--- src/rtl/rsu_pkg.sv ---
package rsu_pkg;
  localparam int NCH      = 13;
  localparam int PROX_IDX = 12;

  // Inclusive band test on an already scaled value.
  function automatic logic out_of_band(input logic [7:0] v,
                                       input logic [7:0] lo,
                                       input logic [7:0] hi);
    return (v < lo) || (v > hi);
  endfunction
endpackage

--- src/rtl/rsu_cmp.sv ---
module rsu_cmp #(
  parameter int DATA_W = 10,
  parameter int LIM_W  = 8
) (
  input  logic [DATA_W-1:0] data,
  input  logic [LIM_W-1:0]  lo,
  input  logic [LIM_W-1:0]  hi,
  output logic              fail
);
  localparam int SHIFT = DATA_W - LIM_W;
  logic [LIM_W-1:0] scaled;

  assign scaled = data[DATA_W-1:SHIFT];
  assign fail   = (scaled < lo) || (scaled > hi);
endmodule

--- src/rtl/rsu_bank.sv ---
module rsu_bank #(
  parameter int NCH    = 13,
  parameter int DATA_W = 10,
  parameter int LIM_W  = 8
) (
  input  logic [NCH*DATA_W-1:0] ch_data,
  input  logic [LIM_W-1:0]      lo,
  input  logic [LIM_W-1:0]      hi,
  output logic [NCH-1:0]        fail_vec
);
  for (genvar g = 0; g < NCH; g++) begin : g_ch
    rsu_cmp #(.DATA_W(DATA_W), .LIM_W(LIM_W)) u_cmp (
      .data (ch_data[g*DATA_W +: DATA_W]),
      .lo   (lo),
      .hi   (hi),
      .fail (fail_vec[g])
    );
  end
endmodule

--- src/rtl/rsu_state.sv ---
module rsu_state #(
  parameter int NCH = 13
) (
  input  logic           clk,
  input  logic           rst_n,
  input  logic           soft_rst,
  input  logic           cfg_evt,
  input  logic           rcfg_evt,
  input  logic [NCH-1:0] fail_vec,
  output logic [NCH-1:0] oor,
  output logic           cfg_fail,
  output logic           rcfg_fail
);
  logic any_fail;
  assign any_fail = |fail_vec;

  always_ff @(posedge clk or negedge rst_n) begin
    if (!rst_n) begin
      oor       <= '0;
      cfg_fail  <= 1'b0;
      rcfg_fail <= 1'b0;
    end else if (soft_rst) begin
      oor       <= '0;
      cfg_fail  <= 1'b0;
      rcfg_fail <= 1'b0;
    end else begin
      if (cfg_evt || rcfg_evt) oor <= fail_vec;
      if (cfg_evt)  cfg_fail  <= any_fail;
      if (rcfg_evt) rcfg_fail <= any_fail;
    end
  end
endmodule

--- src/rtl/range_status_unit.sv ---
module range_status_unit #(
  parameter int DATA_W = 10,
  parameter int LIM_W  = 8
) (
  input  logic                          clk,
  input  logic                          rst_n,
  input  logic                          soft_rst,
  input  logic [rsu_pkg::NCH*DATA_W-1:0] ch_data,
  input  logic [LIM_W-1:0]              hi_lim,
  input  logic [LIM_W-1:0]              lo_lim,
  input  logic                          cfg_done,
  input  logic                          rcfg_done,
  input  logic                          cfg_en,
  input  logic                          rcfg_en,
  output logic [7:0]                    stat0,
  output logic [7:0]                    stat1
);
  localparam int NCH = rsu_pkg::NCH;

  logic           cfg_evt, rcfg_evt;
  logic [NCH-1:0] fail_vec;
  logic [NCH-1:0] oor;
  logic           cfg_fail, rcfg_fail;

  assign cfg_evt  = cfg_done  & cfg_en;
  assign rcfg_evt = rcfg_done & rcfg_en;

  rsu_bank #(.NCH(NCH), .DATA_W(DATA_W), .LIM_W(LIM_W)) u_bank (
    .ch_data  (ch_data),
    .lo       (lo_lim),
    .hi       (hi_lim),
    .fail_vec (fail_vec)
  );

  rsu_state #(.NCH(NCH)) u_state (
    .clk       (clk),
    .rst_n     (rst_n),
    .soft_rst  (soft_rst),
    .cfg_evt   (cfg_evt),
    .rcfg_evt  (rcfg_evt),
    .fail_vec  (fail_vec),
    .oor       (oor),
    .cfg_fail  (cfg_fail),
    .rcfg_fail (rcfg_fail)
  );

  assign stat0 = oor[7:0];
  assign stat1 = {cfg_fail, rcfg_fail, 1'b0, oor[rsu_pkg::PROX_IDX], oor[11:8]};
endmodule

--- config.mk ---
export PLATFORM = sky130hd
export DESIGN_NAME = range_status_unit
export DESIGN_NICKNAME = d
export VERILOG_FILES = /design/src/rtl/rsu_pkg.sv /design/src/rtl/rsu_cmp.sv /design/src/rtl/rsu_bank.sv /design/src/rtl/rsu_state.sv /design/src/rtl/range_status_unit.sv
export SDC_FILE = /design/constraint.sdc
export NUM_CORES = 1
export LEC_CHECK = 0
export ABC_AREA = 0
export ABC_CLOCK_PERIOD_IN_PS = 1600
export BUFFER_PORTS_ARGS = -buffer_cell sky130_fd_sc_hd__buf_2
export CAP_MARGIN = 20
export CORE_UTILIZATION = 46
export CTS_CLUSTER_DIAMETER = 200
export DETAILED_ROUTE_END_ITERATION = 8
export PLACE_DENSITY = 0.71
export SLEW_MARGIN = 5
export SYNTH_ARGS = -nofsm -noshare
export SYNTH_HDL_FRONTEND = slang
export SYNTH_SLANG_ARGS = --single-unit
--- constraint.sdc ---
create_clock -name clk -period 1.6 [get_ports clk]
set_input_delay 0.24 -clock clk [delete_from_list [all_inputs] [get_ports clk]]
set_output_delay 0.24 -clock clk [all_outputs]
set_load 0.01 [all_outputs]
Word level (Yosys, flattened, before mapping)
Index checks and enable logic that the tools add are counted.
- register bits: 15
- bits of input ports: 153
- output and inout port bits: 16
- order comparisons: 26
- mux-type cells: 6
- bitwise gates (word level): 2
- reductions and logical operators: 18
- operators by type and width (cell ; count):
    $gt 8x8->1 ; 13
    $lt 8x8->1 ; 13
    $mux 13 ; 2
    $logic_or 1x1->1 ; 14
    $reduce_or 13->1 ; 1
    $reduce_bool 2->1 ; 3
    $mux 1 ; 4
    $and 1x1->1 ; 2

Depth between registers and ports, before layout
Gate-level depths: netlist (run 1).
- depth in word-level cells: 5
- gate-level depth with buffers: 9
- gate-level depth less buffers: 9

Cells and area by module
Synthesis (run 1) repeated with hierarchy kept, for this count alone.
- cell total of the unflattened synthesis: 801
- area, all modules: 5714.2 µm²
- modules (own cells, without submodules) (module ; instances ; cells each ; area each (µm²) ; sequential area each (µm²)):
    rsu_cmp ; 13 ; 56 ; 385.4 ; 0.0
    rsu_state ; 1 ; 67 ; 665.6 ; 375.4
    range_status_unit ; 1 ; 6 ; 38.8 ; 0.0

Least setup slack after synthesis (run 1)
No wires, ideal clock.
- path type: input to register
- from: input hi_lim[7]
- to: register u_state.cfg_fail
- setup time: 0.127 ns
- data arrival time: 1.800 ns
- required time: 1.473 ns
- path slack: -0.327 ns
- cell stages on the path: 9
- path through: inv_1 > ha_1 > nand4_1 > nor3_1 > nor2_1 > a211oi_2 > nand4_1 > nor4_1 > nor3_1
- longest elaborated chain between the ends: 5
- elaborated cells on any way between the ends: 29
- RTL lines (item ; line ; text):
    from (decl) ; range_status_unit.sv:9 ; input logic [LIM_W-1:0] hi_lim,
    $gt 8x8->1 ; rsu_cmp.sv:14 ; assign fail = (scaled < lo) || (scaled > hi);
    $logic_or 1x1->1 ; rsu_cmp.sv:14 ;
    $reduce_or 13->1 * ; rsu_state.sv:15 ; assign any_fail = |fail_vec;
    $mux 1 * ; rsu_state.sv:28 ; if (cfg_evt) cfg_fail <= any_fail;
    $mux 1 * ; rsu_state.sv:22 ; end else if (soft_rst) begin
    to (signal assigned) ; rsu_state.sv:28 ;
    to (decl) ; rsu_state.sv:11 ; output logic cfg_fail,
Mark *: on every way between the ends. The rest lies on a longest branch, timed or not. The select of a mux whose other input is x is not followed.
A chain may end at the register's enable or synchronous reset.

Worst setup path in the final report (run 1)
- from: input hi_lim[5]
- to: register u_state.cfg_fail
Same word-level chain as after synthesis.

==> results of run 1 <==
==> power groups by stage <==
stage / clock (W) / sequential [W] / combinational (W)
finish: 0.000317 / 0.000451 / 0.00208
detailed placement: 0 / 0.000457 / 0.00180
floorplan: 0 / 0.000478 / 0.000923
global route: 0.000338 / 0.000455 / 0.00230
CTS: 0.000322 / 0.000450 / 0.00190
global placement: 0 / 0.000456 / 0.00170
==> through the flow <==
stage / setup TNS [ns] / hold WS [ns]
floorplan: -0.642 / -0.0556
global placement: -6.81 / 0.152
detailed placement: -7.61 / 0.166
CTS: -2.33 / 0.193
global route: -4.64 / 0.208
finish: -3.46 / 0.193
==> layer usage <==
layer  up-vias  wire length (um)
met3        52               895
li1       2789                 -
met4         0               658
met1      2629              7430
met5         -                 0
met2       204              8880
==> cell usage in the layout (no fill, tap or decap), types with 3 or more instances in the layout <==
| master | n |
|---|---|
| sky130_fd_sc_hd__a21oi_1 | 81 |
| sky130_fd_sc_hd__o21ai_0 | 35 |
| sky130_fd_sc_hd__buf_12 | 9 |
| sky130_fd_sc_hd__buf_6 | 17 |
| sky130_fd_sc_hd__inv_1 | 29 |
| sky130_fd_sc_hd__o21ai_2 | 4 |
| sky130_fd_sc_hd__o211ai_1 | 3 |
| sky130_fd_sc_hd__nand4_1 | 21 |
| sky130_fd_sc_hd__nor2_1 | 34 |
| sky130_fd_sc_hd__a211oi_2 | 10 |
| sky130_fd_sc_hd__a211oi_1 | 3 |
| sky130_fd_sc_hd__clkinvlp_4 | 9 |
| sky130_fd_sc_hd__nand2_1 | 53 |
| sky130_fd_sc_hd__a21oi_2 | 9 |
| sky130_fd_sc_hd__nand3_1 | 11 |
| sky130_fd_sc_hd__buf_2 | 136 |
| sky130_fd_sc_hd__clkbuf_8 | 3 |
| sky130_fd_sc_hd__o21ai_1 | 17 |
| sky130_fd_sc_hd__nor3_2 | 12 |
| sky130_fd_sc_hd__nand2_2 | 4 |
| sky130_fd_sc_hd__buf_4 | 82 |
| sky130_fd_sc_hd__nor3b_2 | 11 |
| sky130_fd_sc_hd__ha_4 | 27 |
| sky130_fd_sc_hd__dfrtp_1 | 15 |
| sky130_fd_sc_hd__ha_1 | 168 |
| sky130_fd_sc_hd__a21o_1 | 19 |
| sky130_fd_sc_hd__nor3_1 | 12 |
==> worst paths after layout <==
check                                           startpoint                             to  cells after the start
worst max-delay path                             hi_lim[5]   u_state.cfg_fail$_DFFE_PN0P_                     13
max in group asynchronous                            rst_n     u_state.oor[1]$_DFFE_PN0P_                      2
min in group asynchronous                            rst_n   u_state.cfg_fail$_DFFE_PN0P_                      2
worst min-delay path                              soft_rst  u_state.rcfg_fail$_DFFE_PN0P_                      2
worst min register to register  u_state.oor[9]$_DFFE_PN0P_     u_state.oor[9]$_DFFE_PN0P_                      1
worst max register to register  u_state.oor[6]$_DFFE_PN0P_     u_state.oor[6]$_DFFE_PN0P_                      2
==> sequential cells by signal, indices dropped and copies added (netlist names) <==
signal             flops
u_state.rcfg_fail      1
u_state.cfg_fail       1
u_state.oor           13
==> final cells by class <==
cell class | count | area, um2
multi-input combinational | 551 | 4870
tap | 136 | 170
inverter | 37 | 169
sequential | 15 | 375
timing repair inverter | 1 | 7.51
clock buffer | 4 | 45.0
fill | 769 | 3030
timing repair buffer | 247 | 1710
==> logic make-up after synthesis <==
| group | share of synthesized area |
|---|---|
| flops | 0.0758 |
| simple gates | 0.182 |
| compound gates | 0.212 |
| other cells | 0.000757 |
| fa+ha+maj | 0.493 |
| buf+inv | 0.0364 |
==> critical path, stage by stage <==
cell and delay [ns]:
sky130_fd_sc_hd__buf_6 0.07, sky130_fd_sc_hd__clkinvlp_4 0.19, sky130_fd_sc_hd__buf_6 0.18, sky130_fd_sc_hd__buf_6 0.11
sky130_fd_sc_hd__ha_4 0.25, sky130_fd_sc_hd__nand4_1 0.13, sky130_fd_sc_hd__nor3_2 0.20, sky130_fd_sc_hd__nor2_1 0.10
sky130_fd_sc_hd__a211oi_2 0.23, sky130_fd_sc_hd__buf_4 0.16, sky130_fd_sc_hd__nand4b_1 0.10, sky130_fd_sc_hd__nor4_1 0.31
sky130_fd_sc_hd__nor3_1 0.08
==> what timing repair did <==
item	in CTS	in global routing
gates resized for setup	31	62
pin swaps	26	33
buffers inserted	7	18
gates cloned	1	0
hold endpoints to repair	15	0
hold buffers	1	0
setup endpoints to repair	15	15
==> results.txt, run 1 <==
The flow ran to the end, but the final reports show violations. The final reports fail on negative setup slack. After synthesis, the most frequently instantiated cells are sky130_fd_sc_hd__ha_1, sky130_fd_sc_hd__a21oi_1, sky130_fd_sc_hd__nand2_1. In this run, the number of DRC markers left after iteration 0 of detailed routing was 289. The number of global-route vias before repair was 5832. The data required time of the worst path came out at 1.73 ns. For this run, design rule violations remaining after detail routing come to 0. 169 I/O pins were placed. The synthesized area per cell was 8.13 um2; the count of port buffers added during placement was 141. Of all nets on the critical path, the largest fanout is 8.

The cell area reported after detailed placement was 6570 um2. The hold violation total from the final report is 0, and the critical path data arrival time is 2.37 ns. The share of power burned in the clock network came out at 0.111. The logs give 0 for the remaining global-route overflow and 17900 um for the wire length after detailed routing.

The tools report the warning count from the yosys run as 0. Setup violations remaining at the end of the flow were counted as 14. The initial antenna violation count is 0, and the vertical extent of the die is 106 um. In the routed layout, each cell is associated on average with a via count of 5.73.

The tools report the library cell used as clock root buffer as sky130_fd_sc_hd__clkbuf_8. The net count of the finished layout is 1204. The die is 106 um wide. The total count of max-transition violations in the final report was 0. The logs give 0 for the number of max-cap violations and 0.00285 W for the post-layout total power. The met3 layer usage reported by global route is 0.0260. Counting flops and latches in the post-synthesis netlist gives 15. The run gives 11200 um2 as the overall die area. Dominant synthesized flop cell: sky130_fd_sc_hd__dfrtp_1. sky130_fd_sc_hd__ha_1 is the most common cell in the netlist. Cell internal power was estimated by the tool at 0.00160 W. TritonCTS built the clock tree. The number of H-tree branching levels is 1. Summing all non-filler instances in the final layout gives an area of 7340 um2. The first global-routing pass estimated 27600 um of wire. The total number of placement rows came out at 37. After global routing, the most crowded layer is met2. The total iterations of the first detailed-routing run is 4. The initial core utilization is 0.477. Layout cell share with drive strength beyond 1: 0.399. The path class of the tightest hold or removal check is in2reg. The logs give 0.578 for the routing usage on met2 and 0 ns for the worst clock skew on the final layout. From synthesis to final layout, the design area changed by 48.3%. Once detail routing completed, the nets flagged for antenna violations numbered 0. The synthesized design contains 0 enable-type register cells. The run gives 0.369 as the met1 usage. The proportion of power drawn by combinational gates is 0.730.

The switching power share of the total works out to 0.438. Number of nets in the synthesized netlist: 957. For the worst-skew pair, the clock arrives at the later sink with an insertion delay of 0.25 ns. The run gives 29 as the number of library cell types mapped by synthesis.

The startpoint kind of the worst setup timing path was an input pin. STA classifies the critical path endpoint as a flop. Internal reg-to-reg setup slack: 0.85 ns. Clock-pin slew on the worst setup and hold paths: 0.06 ns.

Setup repair after global routing could not meet its margin everywhere. The portion of synthesized cell area occupied by the leading cell type came out at 0.493. The logs give 0.159 for the sequential fraction of design power and 5674 for the total via count after detailed routing. The congestion estimate from routability-driven global placement came to 0.976.

The switching power of the nets was 0.00125 W; the pin count of the biggest net entering global routing was 16. The smallest clock period supported by the final layout is computed as 2.24 ns. At the placement stage, the worst setup path has a slack of -0.835 ns.

The logs give 0.310 for the global-route total usage across every layer and -0.641 ns for the worst path setup slack after routing. Final critical-path share of the clock period: 1.40. The post-synthesis cell area was 4950 um2. The kind of critical path is in2reg.

Once layout is complete, the cells apart from fillers number 991. The region available for standard cell placement spans 10400 um2. Summed over all instances, the cell type with the most area after synthesis is sky130_fd_sc_hd__ha_1.

Counting every instance in the synthesized netlist gives 609. The number of buffers added by the clock tree synthesis step is 3. Summed over all cells, the static leakage comes to 3.70 nW. Clock tree synthesis found a total of 15 sinks.

No sink is reached through more buffers than the 2 on the longest clock path. The proportion of synthesized chip area in sequential cells was 0.0758; the count of antenna diodes in the layout was 0. The HPWL after detailed placement is 14400 um.

The run gives 0.708 as the core utilization of the finished layout. The number of placed instances, taps included came out at 965. For the maximum achievable frequency, the log shows 446 MHz. The cell area power density was 388 nW/um2; the worst-case vdd ir drop was 0.000357 V. The proportion of synthesized flip-flops having asynchronous set or reset came out at 1.00. Yosys attributes the largest share of cell area to sky130_fd_sc_hd__ha_1, sky130_fd_sc_hd__a21oi_1, sky130_fd_sc_hd__dfrtp_1.

The routed length per placed instance is 18.0 um.
(Power assumes the default switching activity.)
==> run 2, diff against run 1 <==
--- a/config.mk
+++ b/config.mk
@@ -5,14 +5,15 @@
 export SDC_FILE = /design/constraint.sdc
 export NUM_CORES = 1
 export LEC_CHECK = 0
-export ABC_AREA = 0
+export ABC_AREA = 1
 export ABC_CLOCK_PERIOD_IN_PS = 1600
 export BUFFER_PORTS_ARGS = -buffer_cell sky130_fd_sc_hd__buf_2
-export CAP_MARGIN = 20
+export CAP_MARGIN = 40
+export CORE_MARGIN = 1.5
 export CORE_UTILIZATION = 46
 export CTS_CLUSTER_DIAMETER = 200
 export DETAILED_ROUTE_END_ITERATION = 8
-export PLACE_DENSITY = 0.71
+export PLACE_DENSITY = 0.7
 export SLEW_MARGIN = 5
 export SYNTH_ARGS = -nofsm -noshare
 export SYNTH_HDL_FRONTEND = slang
==> results.txt, run 2 <==
The run gives 1.85 ns as the critical path data arrival time. The filler cells instantiated in the layout total 1070. The run gives -0.118 ns as the worst path setup slack after routing.

The tools report the hold violation total from the final report as 0. The startpoint kind of the worst setup timing path is an input pin. The most common cell in the synthesized netlist was sky130_fd_sc_hd__nand2_1. The logs give 24800 um for the global-route wire length before repair and 15 for the clock sink total.

Clock tree synthesis inserted a total of 3 buffers. After detailed placement, the design holds a cell count of 1140. The run finished, with violations left. After detailed routing, the number of remaining DRC violations is 0.

For the worst-case vdd ir drop, the log shows 0.000442 V. Post-synthesis share of cell area spent on xor and xnor gates: 0. The cell area power density was 405 nW/um2; the synthesized area per cell was 6.58 um2. The half-perimeter wire length after placement came out at 12800 um. Clock latency reported for the late side of the worst-skew pair: 0.24 ns. The net count of the finished layout is 1355. Among all flip-flop cells after synthesis, the most frequent one is sky130_fd_sc_hd__dfrtp_1. The biggest area contributor in the post-synthesis netlist is sky130_fd_sc_hd__ha_1.

After technology mapping, the gate count stands at 813. The final critical-path share of the clock period was 1.07; the clock-pin slew on the worst setup and hold paths was 0.05 ns. The count of port buffers added during placement is 141, and the via density per instance is 5.04.

The mux share of post-synthesis cell area was 0; the count of state elements after synthesis was 15. The overall die area is 12300 um2. The internal power of the cells was 0.00167 W; the number of flip-flops in the largest register was 13. The proportion of synthesized flip-flops having asynchronous set or reset was 1.00; the number of global-route vias before repair was 5218. Layout overhead on the synthesized area: 34.7%. Setup repair after global routing could not meet its margin everywhere.

The switching power of the nets is 0.00124 W, and the sequential fraction of design power is 0.155. The logs give 0.0702 for the proportion of synthesized chip area in sequential cells and 1 for the number of H-tree branching levels. Counting flops per register, the top entry is u_state.oor. The library cell used most frequently in the layout, excluding fill and tap cells, is sky130_fd_sc_hd__nand2_1.

The checks that failed: negative setup slack. Initial core utilization: 0.470. In the synthesized netlist, the cells that appear most often are sky130_fd_sc_hd__nand2_1, sky130_fd_sc_hd__ha_1, sky130_fd_sc_hd__inv_1. Total count of max-transition violations in the final report: 0.

Summed over all layers, the global routing overflow is 0. Synthesis produced a netlist with a net count of 1161. The run gives 582 MHz as the maximum achievable frequency. Setup violations remaining at the end of the flow were counted as 3. The global-route total usage across every layer was 0.248; the final antenna-violating net count was 0.

The number of antenna diodes in the final layout is 0. By area, the combinational part of the netlist is dominated by adder cells. Row generation in the floorplan step produced 39 rows.

The top fanout value on the critical path is 13, and the maximum clock path buffer count is 2. The share of power burned in the clock network is 0.165, and the data required time of the worst path is 1.73 ns. The width of the die is 111 um. The delay of the slowest critical-path stage is 0.30 ns. The share of the synthesized area in compound gates (AO/OA/AOI/OAI) was 0.102. The tools report the initial antenna violation count as 0. The post-synthesis cell area was 5350 um2. The post-synthesis share of cell area spent on full adders, half adders and majority gates works out to 0.456. After synthesis, the cell types taking the most area are sky130_fd_sc_hd__ha_1, sky130_fd_sc_hd__nand2_1, sky130_fd_sc_hd__inv_1.

The switching power share of the total came out at 0.426. The completed layout was analyzed and its total power is 0.00291 W. Before antenna repair, the detailed router went through 4 iterations. Measured along the y axis, the die boundary spans 111 um. Subtracting the final worst setup slack from the clock period gives 1.72 ns. The most frequent cell on the critical path was sky130_fd_sc_hd__nand2_1. The detailed router finished its first iteration with 324 violations. The share of synthesized cell area in and, or, nand and nor gates is 0.283. The total via count after detailed routing was 5791.

Entering global routing, the biggest net connects 20 pins. In this run the clock root is driven by a sky130_fd_sc_hd__clkbuf_16. The largest registers in the layout are u_state.oor: 13 flops, u_state.cfg_fail: 1 flops, u_state.rcfg_fail: 1 flops. The worst setup path is captured at a flop.

Worst-path cell with the longest stage delay: sky130_fd_sc_hd__ha_1. The placeable core area is 11400 um2, and the final standard cell count with taps included and fillers excluded is 1149. The synthesized design contains 0 enable-type register cells. The tools report the total leakage power as 4.25 nW. The portion of synthesized cell area occupied by the leading cell type came out at 0.456. The count of pins on the block boundary is 169, and the number of library cell types mapped by synthesis is 22.

The worst clock skew on the final layout is 0 ns. Leaving out fill and tap cells, the most frequent cells in the layout are sky130_fd_sc_hd__nand2_1, sky130_fd_sc_hd__ha_1, sky130_fd_sc_hd__buf_2. TritonCTS built the clock tree. The tightest min-delay check is of the in2reg type. The routed length per placed instance was 13.8 um; the number of max-cap violations was 0. In the final timing run, aggregate negative setup slack is -0.238 ns.

The signal on the critical path passes through buf_2 -> clkinvlp_4 -> buf_12 -> ha_1 -> a21o_1 -> nor2_2 -> nand2_1 -> nand2_1 -> nand2_2 -> nor2_1 -> nand2_1 -> nor2_1 -> nand2_1 -> nand2_1 -> nand2_1. The layout cell share with drive strength beyond 1 came out at 0.262. The congestion estimate from routability-driven global placement came to 0.870. The warning count from the yosys run was 0; the proportion of power drawn by combinational gates was 0.680. The critical path in this run is classified as in2reg. The final layout contains routed wiring with a total length of 15900 um.
==> run 2: changes by cell type after synthesis, moves of 11 or more <==
cell | before | now
sky130_fd_sc_hd__o21ai_1 | 11 | 0
sky130_fd_sc_hd__inv_1 | 37 | 112
sky130_fd_sc_hd__nor3b_2 | 11 | 0
sky130_fd_sc_hd__a21oi_1 | 90 | 65
sky130_fd_sc_hd__nand2_1 | 57 | 275
sky130_fd_sc_hd__nor2_1 | 35 | 61
sky130_fd_sc_hd__o21a_1 | 0 | 11
sky130_fd_sc_hd__a21o_1 | 19 | 2
sky130_fd_sc_hd__o21ai_0 | 45 | 18
==> run 2: cell families after synthesis <==
group | after synthesis
DFF | 15
AOI/OAI and AO/OA | 100
other | 1
adders and majority gates | 195
and+or+nand+nor | 382
buffers and inverters | 120
==> run 2: power by group through the flow <==
stage | logic (W) | registers, W | clock network (W)
6_report | 0.00198 | 0.000453 | 0.000480
5_1_grt | 0.00226 | 0.000458 | 0.000502
4_1_cts | 0.00185 | 0.000454 | 0.000480
3_5_place_dp | 0.00181 | 0.000460 | 0
3_3_place_gp | 0.00178 | 0.000459 | 0
2_1_floorplan | 0.00102 | 0.000479 | 0
==> run 2: routing by layer <==
layer	up-vias	global-route usage	share of wire
met5	-	0	0
met2	154	0.443	0.47
met3	9	0.0175	0.058
met1	2553	0.336	0.46
li1	3075	-	-
met4	0	0.0325	0.0064
==> run 2: per-stage QoR <==
step | util | hold WS [ns] | setup slack [ns] | instance area [um2]
final | 0.633 | 0.296 | -0.118 | 7200
after global routing | 0.633 | 0.304 | -0.282 | 7200
after CTS | 0.605 | 0.299 | -0.0592 | 6880
after detailed placement | 0.592 | 0.162 | -0.377 | 6730
after global placement | 0.592 | 0.157 | -0.375 | 6730
after floorplan | - | -0.0556 | -0.0354 | 5360
==> run 2: layout make-up <==
type,count,area (um2),share of cell area
Clock buffer,4,78.8,0.0109
Tap cell,143,179,0.0248
Timing Repair Buffer,196,1330,0.184
Inverter,113,435,0.0605
Sequential cell,15,375,0.0521
Multi-Input combinational cell,678,4810,0.668
==> run 2: critical path: cells and delay by family <==
family | cells | cell delay [ns]
compound gates | 1 | 0.17
fa+ha+maj | 1 | 0.30
buf+inv | 3 | 0.35
simple gates | 10 | 0.78
==> run 2: what timing repair did <==
action	4_1_cts	5_1_grt
gates cloned	0	1
setup buffers	0	3
resized for setup	12	61
pin swaps	2	8
setup endpoints to repair	3	15
hold buffers	1	0
endpoints found under the hold margin	15	0
==> run 2: final timing paths <==
path | from | endpoint | slack [ns] | cells after the start
max | hi_lim[7] | u_state.cfg_fail$_DFFE_PN0P_ | -0.12 | 15
max in group asynchronous | rst_n | u_state.oor[2]$_DFFE_PN0P_ | 0.88 | 2
min | soft_rst | u_state.rcfg_fail$_DFFE_PN0P_ | 0.30 | 4
min reg2reg | u_state.oor[10]$_DFFE_PN0P_ | u_state.oor[10]$_DFFE_PN0P_ | 0.53 | 2
min in group asynchronous | rst_n | u_state.oor[1]$_DFFE_PN0P_ | 0.47 | 2
max reg2reg | u_state.cfg_fail$_DFFE_PN0P_ | u_state.cfg_fail$_DFFE_PN0P_ | 0.95 | 2
